==> src/rtl/cmp_pkg.sv <==
package cmp_pkg;
    localparam logic [2:0] MODE_OFF    = 3'b000;
    localparam logic [2:0] MODE_IRQ    = 3'b100;
    localparam logic [2:0] MODE_TOGGLE = 3'b101;
    localparam logic [2:0] MODE_ONCE   = 3'b110;

    typedef enum logic {
        ST_ARMED   = 1'b0,
        ST_BLOCKED = 1'b1
    } once_st_t;
endpackage

==> src/rtl/cmp_match.sv <==
module cmp_match #(
    parameter int CNT_W = 16
) (
    input  logic             clk,
    input  logic             rst_n,
    input  logic [CNT_W-1:0] tmr_count,
    input  logic [CNT_W-1:0] cmp_wdata,
    input  logic             cmp_we,
    output logic             hit
);
    logic [CNT_W-1:0] cmp_q;
    logic             eq;
    logic             eq_q;

    always_ff @(posedge clk or negedge rst_n) begin
        if (!rst_n) begin
            cmp_q <= '0;
            eq_q  <= 1'b0;
        end else begin
            if (cmp_we) cmp_q <= cmp_wdata;
            eq_q <= eq;
        end
    end

    always_comb begin
        eq  = (tmr_count == cmp_q);
        hit = eq && !eq_q;
    end

    // a hit is never followed directly by another hit
    a_r2_single_hit: assert property (@(posedge clk) disable iff (!rst_n)
        hit |=> !hit);
endmodule

==> src/rtl/cmp_once_fsm.sv <==
module cmp_once_fsm
    import cmp_pkg::*;
(
    input  logic clk,
    input  logic rst_n,
    input  logic once_en,
    input  logic mode_chg,
    input  logic ovf,
    input  logic hit,
    output logic fire
);
    once_st_t state, state_nx;
    logic     armed;

    always_ff @(posedge clk or negedge rst_n) begin
        if (!rst_n) state <= ST_ARMED;
        else        state <= state_nx;
    end

    always_comb begin
        armed    = (state == ST_ARMED) || ovf || mode_chg;
        fire     = once_en && hit && armed;
        state_nx = state;
        unique case (state)
            ST_ARMED: begin
                if (fire) state_nx = ST_BLOCKED;
            end
            ST_BLOCKED: begin
                if (fire)                 state_nx = ST_BLOCKED;
                else if (ovf || mode_chg) state_nx = ST_ARMED;
            end
            default: state_nx = ST_ARMED;
        endcase
    end

    // while blocked and not rearmed, no event escapes
    a_r7_blocked_silent: assert property (@(posedge clk) disable iff (!rst_n)
        (state == ST_BLOCKED && !ovf && !mode_chg) |-> !fire);
    // a fired event leaves the machine blocked
    a_r7_fire_blocks: assert property (@(posedge clk) disable iff (!rst_n)
        fire |=> (state == ST_BLOCKED));
endmodule

==> src/rtl/cmp_latch.sv <==
module cmp_latch (
    input  logic clk,
    input  logic rst_n,
    input  logic toggle,
    input  logic sw_we,
    input  logic sw_data,
    output logic latch_q
);
    always_ff @(posedge clk or negedge rst_n) begin
        if (!rst_n)      latch_q <= 1'b0;
        else if (sw_we)  latch_q <= sw_data;
        else if (toggle) latch_q <= ~latch_q;
    end

    // a software write always lands
    a_r10_sw_wins: assert property (@(posedge clk) disable iff (!rst_n)
        sw_we |=> (latch_q == $past(sw_data)));
endmodule

==> src/rtl/cmp_channel.sv <==
module cmp_channel
    import cmp_pkg::*;
#(
    parameter int CNT_W = 16
) (
    input  logic             clk,
    input  logic             rst_n,
    input  logic [CNT_W-1:0] tmr_count,
    input  logic             tmr_ovf,
    input  logic [CNT_W-1:0] cmp_wdata,
    input  logic             cmp_we,
    input  logic [2:0]       mode,
    input  logic             latch_wdata,
    input  logic             latch_we,
    output logic             out_latch,
    output logic             irq
);
    logic [2:0] mode_q;
    logic       mode_chg;
    logic       hit;
    logic       fire_once;
    logic       once_en;
    logic       do_toggle;
    logic       irq_nx;

    always_ff @(posedge clk or negedge rst_n) begin
        if (!rst_n) begin
            mode_q <= MODE_OFF;
            irq    <= 1'b0;
        end else begin
            mode_q <= mode;
            irq    <= irq_nx;
        end
    end

    always_comb begin
        mode_chg  = (mode != mode_q);
        once_en   = 1'b0;
        do_toggle = 1'b0;
        irq_nx    = 1'b0;
        unique case (mode)
            MODE_IRQ:    irq_nx = hit;
            MODE_TOGGLE: begin
                irq_nx    = hit;
                do_toggle = hit;
            end
            MODE_ONCE: begin
                once_en = 1'b1;
                irq_nx  = fire_once;
            end
            default: ;
        endcase
    end

    cmp_match #(.CNT_W(CNT_W)) u_match (
        .clk       (clk),
        .rst_n     (rst_n),
        .tmr_count (tmr_count),
        .cmp_wdata (cmp_wdata),
        .cmp_we    (cmp_we),
        .hit       (hit)
    );

    cmp_once_fsm u_once (
        .clk      (clk),
        .rst_n    (rst_n),
        .once_en  (once_en),
        .mode_chg (mode_chg),
        .ovf      (tmr_ovf),
        .hit      (hit),
        .fire     (fire_once)
    );

    cmp_latch u_latch (
        .clk     (clk),
        .rst_n   (rst_n),
        .toggle  (do_toggle),
        .sw_we   (latch_we),
        .sw_data (latch_wdata),
        .latch_q (out_latch)
    );

    // the interrupt request is a single-cycle pulse
    a_r2_irq_pulse: assert property (@(posedge clk) disable iff (!rst_n)
        irq |=> !irq);
    // disabled mode raises nothing and keeps the latch
    a_r3_off_quiet: assert property (@(posedge clk) disable iff (!rst_n)
        (mode == MODE_OFF && !latch_we) |=> (!irq && $stable(out_latch)));
    // a toggle-mode hit inverts the latch
    a_r5_toggle_flip: assert property (@(posedge clk) disable iff (!rst_n)
        (mode == MODE_TOGGLE && hit && !latch_we) |=> (out_latch != $past(out_latch)));
    // once-per-period mode leaves the latch alone
    a_r9_once_latch: assert property (@(posedge clk) disable iff (!rst_n)
        (mode == MODE_ONCE && !latch_we) |=> $stable(out_latch));
endmodule

==> config.mk <==
export PLATFORM = sky130hd
export DESIGN_NAME = cmp_channel
export DESIGN_NICKNAME = d
export VERILOG_FILES = /design/src/rtl/cmp_pkg.sv /design/src/rtl/cmp_match.sv /design/src/rtl/cmp_once_fsm.sv /design/src/rtl/cmp_latch.sv /design/src/rtl/cmp_channel.sv
export SDC_FILE = /design/constraint.sdc
export NUM_CORES = 1
export LEC_CHECK = 0
export BUFFER_PORTS_ARGS = -buffer_cell sky130_fd_sc_hd__buf_2
export CORE_MARGIN = 2
export CORE_UTILIZATION = 46
export CTS_CLUSTER_SIZE = 24
export DETAILED_ROUTE_END_ITERATION = 7
export HOLD_SLACK_MARGIN = 0.05
export MAX_ROUTING_LAYER = met4
export PLACE_DENSITY = 0.85
export SLEW_MARGIN = 20
export SYNTH_ARGS = -nofsm -noshare
export SYNTH_HDL_FRONTEND = slang
export SYNTH_SLANG_ARGS = --single-unit
==> constraint.sdc <==
create_clock -name clk -period 1.56 [get_ports clk]
set_input_delay 0.312 -clock clk [delete_from_list [all_inputs] [get_ports clk]]
set_output_delay 0.312 -clock clk [all_outputs]
set_load 0.03 [all_outputs]
# [Word level (Yosys, flattened, before mapping)]
# Cells that the tools add are included.
[classes] n_shift=0 n_mul=0 n_div=0 eq_ne=5 order_cmp=0 n_mux=9 reduce_logical=9 addsub=0 bitwise=2
[ops] op="16-bit == test" n=1
[ops] op="3-bit == test (second input constant)" n=3
[ops] op="1-bit 2-to-1 mux" n=7
[ops] op="1-bit case mux with 2 select lines" n=2
[ops] op="1-bit logical AND" n=3
[ops] op="1-bit logical OR" n=3
[ops] op="3-bit != test" n=1
[ops] op="1-bit NOT" n=2
[ops] op="2-bit nonzero test" n=1
[ops] op="2-bit OR reduction" n=1
[ops] op="1-bit logical NOT" n=1
[totals] wordCells=31 ram_bits=0 latchBits=0 memories=0 in_bits=41 out_inout_bits=2 regBits=23 mem_bits_ro=0

# [Depth between registers and ports, before layout]
# Gate-level depths: netlist of run 1.
[depth] ltp_word=6 ltp_mapped=5 mapped_depth_nobuf=5

# [By module]
# From an unflattened synthesis of run 1, not the netlist that was laid out.
[hier_totals] hier_cells=79 hier_area_um2=1064.8
[by_module_without_submodules] mod="cmp_match" instances=1 area_per_inst_um2=799.5 cells_each=57 seq_area_each_um2=425.4
[by_module_without_submodules] mod="cmp_channel" instances=1 area_per_inst_um2=173.9 cells_each=13 seq_area_each_um2=100.1
[by_module_without_submodules] mod="cmp_once_fsm" instances=1 area_per_inst_um2=48.8 cells_each=5 seq_area_each_um2=25.0
[by_module_without_submodules] mod="cmp_latch" instances=1 area_per_inst_um2=42.5 cells_each=4 seq_area_each_um2=25.0

# [Worst setup path before layout of run 1]
# No wires, ideal clock.
[synth_timing] path_kind="reg2reg" startpoint="register u_match.cmp_q[14]" endpoint="register u_once.state" path_buffers=0 arrival_ns=1.277 synth_period_minus_slack_ns=1.372 t_required_ns=1.465 setup_slack_ns=0.188 setup_ns=0.095 stages_incl_launch_ff=6 path_cell_list="dfrtp_1 > xnor2_1 > nand4_1 > nor4_2 > nand3b_1 > o32ai_2"
[synth_via] elab_chain_len=6 elab_cells_between_ends=7 classes_between="1 x eq/ne; 3 x mux; 3 x reduce/logical"
[synth_lines] element="start, declared" line="cmp_match.sv:11" rtl="logic [CNT_W-1:0] cmp_q;"
[synth_lines] element="start signal, assigned" line="cmp_match.sv:20" rtl="if (cmp_we) cmp_q <= cmp_wdata;"
[synth_lines] element="16-bit == test (*)" line="cmp_match.sv:26" rtl="eq = (tmr_count == cmp_q);"
[synth_lines] element="net u_match.eq" line="cmp_match.sv:12" rtl="logic eq;"
[synth_lines] element="1-bit logical AND (*)" line="cmp_match.sv:27" rtl="hit = eq && !eq_q;"
[synth_lines] element="1-bit logical AND (*) (2 in a row)" line="cmp_once_fsm.sv:22" rtl="fire = once_en && hit && armed;"
[synth_lines] element="1-bit 2-to-1 mux, on equally long branches" line="cmp_once_fsm.sv:29, cmp_once_fsm.sv:26"
[synth_lines] element="1-bit case mux with 2 select lines (*)" line="cmp_once_fsm.sv:24" rtl="unique case (state)"
[synth_lines] element="net u_once.state_nx" line="cmp_once_fsm.sv:12" rtl="once_st_t state, state_nx;"
[synth_lines] element="end signal, assigned" line="cmp_once_fsm.sv:17" rtl="else state <= state_nx;"
[synth_lines] element="end, declared" line="cmp_once_fsm.sv:12"
# The timed path passes the listed nets; every way through them passes the cells marked *.
# A chain may end at the register's enable or synchronous reset.

# [Worst setup path in the final report of run 1]
[layout_timing] startpoint="register u_match.cmp_q[14]" endpoint="register irq"
[layout_via] elab_chain_len=5
[layout_lines] element="16-bit == test (*)" line="cmp_match.sv:26"
[layout_lines] element="net u_match.eq" line="cmp_match.sv:12"
[layout_lines] element="1-bit logical AND (*)" line="cmp_match.sv:27"
[layout_lines] element="1-bit logical AND (2 in a row)" line="cmp_once_fsm.sv:22"
[layout_lines] element="1-bit case mux with 2 select lines (*)" line="cmp_channel.sv:41" rtl="unique case (mode)"
[layout_lines] element="net irq_nx" line="cmp_channel.sv:24" rtl="logic irq_nx;"
[layout_lines] element="end signal, assigned" line="cmp_channel.sv:32" rtl="irq <= irq_nx;"
[layout_lines] element="end, declared" line="cmp_channel.sv:16" rtl="output logic irq"
# Marks and branches as above.

==> run summary, run 1 <==
status -> finished with violations
violated checks -> negative setup slack
family with the most delay on the worst path -> simple AND/OR/NAND/NOR gates
Final period util -> 103%
Die X -> 52.0 um
Slew HR -> 66.6%
drt wl/cell -> 13.0 um
# diodes -> 0
net count after synthesis -> 119
adder-cell share of the synthesized area -> 0%
Mapped Cells -> 78
#FFs+latches synth -> 23
clk_lat worst skew -> 0.30 ns
xor-xnor portion of the synthesized cell area -> 14.9%
die area -> 2700 um^2
Switching Fraction -> 24.5%
filler instances -> 192
R2R Path Start -> u_match.cmp_q[14]
Max FO, Critical Path -> 3
crit path DAT -> 1.84 ns
post-synthesis average cell area -> 13.6 um^2
I/O pins -> 43
initial antenna violation count -> 0
GRT overflow -> 0
CTS clk-pin slew, worst paths -> 0.12 ns
Worst Hold Class -> in -> reg
Pleak -> 0.624 nW
CP max-delay cell -> dfrtp_1
fmax -> 622 MHz
1st-iter DRT viols -> 0
worst slew pin tran -> 0.501 ns
Vias/cell -> 4.89
Num Clock Sinks -> 23
CP max stage delay -> 0.41 ns
Hold Path Sink -> mode_q[0]
r2r setup slk -> -0.05 ns
vias in the first global route -> 720
fin. max-slew vios -> 0
mux cell area share after synthesis -> 18.9%
DRT Pass-1 Iters -> 1
Cell variety after synth -> 17
antenna-violating nets left -> 0
Hold Path Cell Cnt -> 1
# DRC -> 0
Power Density -> 851 nW/um^2
Reg2Reg Capture Point -> irq
CP Cell Sequence -> xnor2_1, nand4_1, nor4_4, nand3b_1, buf_4, a21oi_2
clock root cell -> clkbuf_4
area grow syn2layout -> 27.7%
DR vias -> 744
final core utilization -> 61.7%
crit path time final -> 1.61 ns
Synth Area in Simple Gates -> 5.56%
TritonCTS clock tree -> built
Worst Skew -> 0.00316 ns
post-layout instance area -> 1350 um^2
final hold violation count -> 0
Routability Congestion -> 0.722
max_cap viols -> 0
Total Neg Setup Slack -> -0.118 ns
Syn. warnings -> 0
compound-gate portion of the synthesized area -> 4.02%
# setup viols final -> 3
fin cells -> 152
Total GRT Usage -> 16.9%
sequential-to-total area share from yosys stat -> 54.4%
total CTS buffers -> 3
largest family of logic cells by synthesized area -> multiplexers
combinational share of power -> 18.3%
min-delay src -> mode[0]
Sequential Power Share -> 58.9%
DIE HEIGHT -> 52.0 um
core area -> 2190 um^2
VDD IR max -> 0.000535 V
Worst Setup Path Type -> reg -> reg
Final Net Count -> 166
Setup WS post-layout -> -0.0467 ns
Worst Setup End Kind -> register
RSZ-0062 raised after global routing -> yes
htree depth -> 1
Max clock buf depth -> 2
WP data required -> 1.80 ns
largest net degree at the start of global routing -> 24
final WL -> 1.98 mm
clock network fraction of total power -> 22.8%
initial core utilization -> 48.3%
input/output buffers -> 42
first-pass GRT wire length -> 3.15 mm
switching power -> 282 uW
layout cells sized above 1 -> 52.4%
placed cell count -> 146
Startpoint Class -> register
Cell Rows -> 17
Worst Path Buf+Inv -> 1
dpl cell area -> 1290 um^2
worst r2r path cells -> 6
internal power -> 868 uW
Mapped Area -> 1060 um^2
-- logic make-up after synthesis --
logic type      count (synthesis)
buf+inv                         6
flops                          23
simple gates                    8
compound gates                  5
mux                            18
xor+xnor                       18
-- area by class of cell --
cell class / count / area (um^2) / area share (%)
well taps: 28 / 35.0 / 2.59
multi-input cells: 49 / 472 / 34.9
clock buffers: 4 / 26.3 / 1.94
flip-flops and latches: 23 / 576 / 42.6
repair buffers: 44 / 228 / 16.9
inverters: 4 / 15.0 / 1.11
-- cell usage after synthesis --
cell type,instances,share of area (%)
nor3_1,1,0.47
nand4b_1,1,0.83
dfrtp_1,23,54
xnor2_1,17,14
o32ai_2,1,1.5
a2111o_1,1,1.1
a21oi_1,1,0.47
buf_2,1,0.47
nand3b_1,1,0.71
xor2_1,1,0.83
inv_1,4,1.4
nand4_1,4,2.4
mux2_2,16,17
clkbuf_1,1,0.35
mux2i_1,2,1.9
nor4_2,1,1.2
o21ai_0,2,0.95
-- routing by layer --
layer / wire [um] / track usage [%] / up-vias
met2: 992 / 25.7 / 29
met3: 161 / 5.17 / 2
li1: - / - / 364
met1: 809 / 21.2 / 349
met5: 0 / - / -
met4: 17 / 6.58 / 0
-- per-stage QoR --
step	total power [mW]	worst slack, ns	hold slack (ns)
floorplan	0.807	0.188	0.0164
global placement	0.887	0.0605	0.308
detailed placement	0.898	-0.0117	0.306
CTS	1.16	0.00463	0.147
global route	1.21	-0.176	0.136
finish	1.15	-0.0467	0.162
-- worst max-delay path by stage --
stage,from,to,slack (ns),depth (start not counted)
after floorplan,u_match.cmp_q[14],u_once.state,0.19,5
after global placement,tmr_count[10],u_once.state,0.06,6
after detailed placement,tmr_count[2],u_once.state,-0.01,6
after CTS,u_match.cmp_q[14],u_once.state,0.005,5
after global routing,u_match.cmp_q[8],u_latch.latch_q,-0.18,5
final,u_match.cmp_q[14],irq,-0.05,6
-- what timing repair did --
item / in CTS / in global routing
endpoints found under the hold margin: 23 / 0
endpoints found under the setup margin: 1 / 3
resized for setup: 1 / 1
pin swaps: 0 / 4
setup buffers: 0 / 1
hold buffers: 1 / 0
-- flip-flops by register name, summed over array words and instances (netlist names) --
| signal | flops |
|---|---|
| irq | 1 |
| u_match.cmp_q | 16 |
| mode_q | 3 |
| u_match.eq_q | 1 |
| u_once.state | 1 |
| u_latch.latch_q | 1 |
-- power by group through the flow --
stage	logic [mW]	clock network [mW]	registers [mW]
after floorplan	0.120	0	0.687
after global placement	0.201	0	0.687
after detailed placement	0.208	0	0.691
after CTS	0.213	0.272	0.679
after global routing	0.236	0.289	0.684
final	0.210	0.262	0.678
-- layout by cell type (no fill, tap or decap), drive strengths merged, types with 2 or more instances in the layout --
cell type / instances
mux2: 16
inv: 4
mux2i: 2
dfrtp: 23
xnor2: 17
clkbuf: 4
buf: 43
nand4: 4
o21ai: 2
No activity file was read; power rests on OpenSTA's default activity.
==> run 2: changes to the inputs <==
- CORE_ASPECT_RATIO: not set -> 1.75
- CORE_UTILIZATION: 46 -> 40
- PLACE_DENSITY: 0.85 -> 0.76
==> run 2 against run 1 <==
  * The run now ends clean
  * Hold slack improved by 0.051 ns
  * Die area grew 14%
  * Combinational power rose by 2%
  * Sequential power hardly changed
  * Sequential cell count did not move
  * Highest routed layer unchanged
==> run summary, run 2 (same netlist as run 1, synthesis figures left out) <==
Setup WS post-layout -> 0.0118 ns
Total Neg Setup Slack -> 0 ns
post-layout instance area -> 1380 um^2
placed cell count -> 144
layout cells sized above 1 -> 53.6%
largest registers -> u_match.cmp_q (16), mode_q (3)
Die X -> 42.9 um
vias in the first global route -> 861
dpl cell area -> 1290 um^2
DIE HEIGHT -> 72.1 um
combinational share of power -> 17.2%
input/output buffers -> 42
hold slack final -> 0.212 ns
post-placement setup slack -> -0.00585 ns
die area -> 3090 um^2
TritonCTS clock tree -> built
min-delay src -> mode[0]
Routability Congestion -> 0.749
I/O pins -> 43
Power Density -> 904 nW/um^2
Reg2Reg Capture Point -> irq
core area -> 2490 um^2
first-pass GRT wire length -> 3.51 mm
Slew HR -> 66.7%
Sequential Power Share -> 54.2%
Most flops, register -> u_match.cmp_q
DRT Pass-1 Iters -> 4
Max FO, Critical Path -> 3
Worst Skew -> 0.00546 ns
max_cap viols -> 0
Worst Hold Class -> in -> reg
worst slew pin tran -> 0.499 ns
Post-DP HPWL -> 1.63 mm
# DRC -> 0
CTS clk-pin slew, worst paths -> 0.08 ns
Startpoint Class -> register
Cell Rows -> 24
Worst Setup Path Type -> reg -> reg
commonest non-fill, non-tap cell in the layout -> buf_2
Hold Path Cell Cnt -> 1
Vias/cell -> 5.13
GRT overflow -> 0
clock network fraction of total power -> 28.6%
fin. max-slew vios -> 0
Largest register FFs -> 16
Worst Setup End Kind -> register
Pwr Total -> 1.25 mW
WP data required -> 1.75 ns
VDD IR max -> 0.000565 V
DR vias -> 774
crit path time final -> 1.55 ns
worst r2r path cells -> 6
drt wl/cell -> 13.8 um
clk_lat worst skew -> 0.26 ns
Num Clock Sinks -> 23
Max clock buf depth -> 2
# setup viols final -> 0
Hold Path Sink -> mode_q[0]
crit path DAT -> 1.74 ns
largest net degree at the start of global routing -> 24
Pleak -> 0.643 nW
total CTS buffers -> 3
final core utilization -> 55.5%
fmax -> 646 MHz
r2r setup slk -> 0.01 ns
clock root cell -> clkbuf_8
antenna-violating nets left -> 0
final hold violation count -> 0
htree depth -> 1
1st-iter DRT viols -> 6
RSZ-0062 raised after global routing -> yes
# diodes -> 0
area grow syn2layout -> 30.6%
initial antenna violation count -> 0
Final period util -> 99.2%
most frequent cells in the layout -> buf_2 (42), dfrtp_1 (23), xnor2_1 (16), mux2_2 (16)
Final Net Count -> 167
R2R Path Start -> u_match.cmp_q[9]
Total GRT Usage -> 15.3%
fin cells -> 151
internal power -> 953 uW
Switching Fraction -> 23.7%
status -> finished, final reports clean
switching power -> 297 uW
final WL -> 2.09 mm
initial core utilization -> 42.5%
[run 2: cell count changes in the layout (fill, tap and decap cells not counted), sizes merged]
cell  delta
buf      +1
[run 2: repair_timing]
action,CTS,global route
hold buffers,1,0
setup buffers,1,1
setup endpoints to repair,1,3
gates resized for setup,1,2
pin swaps,6,9
gates cloned,0,0
hold endpoints to repair,23,0
[run 2: layout make-up]
| type | instances | area (um^2) |
|---|---|---|
| Multi-Input combinational cell | 49 | 479 |
| Timing Repair Buffer | 45 | 235 |
| Fill cell | 220 | 1110 |
| Inverter | 4 | 15.0 |
| Tap cell | 26 | 32.5 |
| Sequential cell | 23 | 576 |
| Clock buffer | 4 | 45.0 |
[run 2: metal layers]
layer	vias to the layer above	global-route usage [%]	part of all wire, %
met2	22	28.3	57
li1	366	-	-
met4	0	6.25	1.5
met1	382	15.3	36
met5	-	-	0
met3	4	2.74	5.0
[run 2: power by group through the flow]
| stage | logic, mW | registers, mW | clock network (mW) |
|---|---|---|---|
| 2_1_floorplan | 0.120 | 0.687 | 0 |
| 3_3_place_gp | 0.205 | 0.686 | 0 |
| 3_5_place_dp | 0.211 | 0.689 | 0 |
| 4_1_cts | 0.217 | 0.677 | 0.369 |
| 5_1_grt | 0.237 | 0.684 | 0.394 |
| 6_report | 0.215 | 0.677 | 0.357 |
[run 2: how the worst max path moves through the flow]
stage	to	from	slack [ns]	cells past startpoint
2_1_floorplan	u_once.state	u_match.cmp_q[14]	0.19	5
3_3_place_gp	u_once.state	tmr_count[10]	0.04	6
3_5_place_dp	u_once.state	tmr_count[10]	-0.006	6
4_1_cts	u_once.state	u_match.cmp_q[10]	0.004	5
5_1_grt	irq	u_match.cmp_q[10]	-0.08	6
6_report	irq	u_match.cmp_q[9]	0.01	6
[run 2: worst max-delay path: stages, from the launching register on]
cell,delay [ns]
dfrtp_1,0.40
xnor2_1,0.16
nand4_1,0.16
nor4_4,0.35
nand3b_1,0.16
buf_4,0.16
a21oi_2,0.09
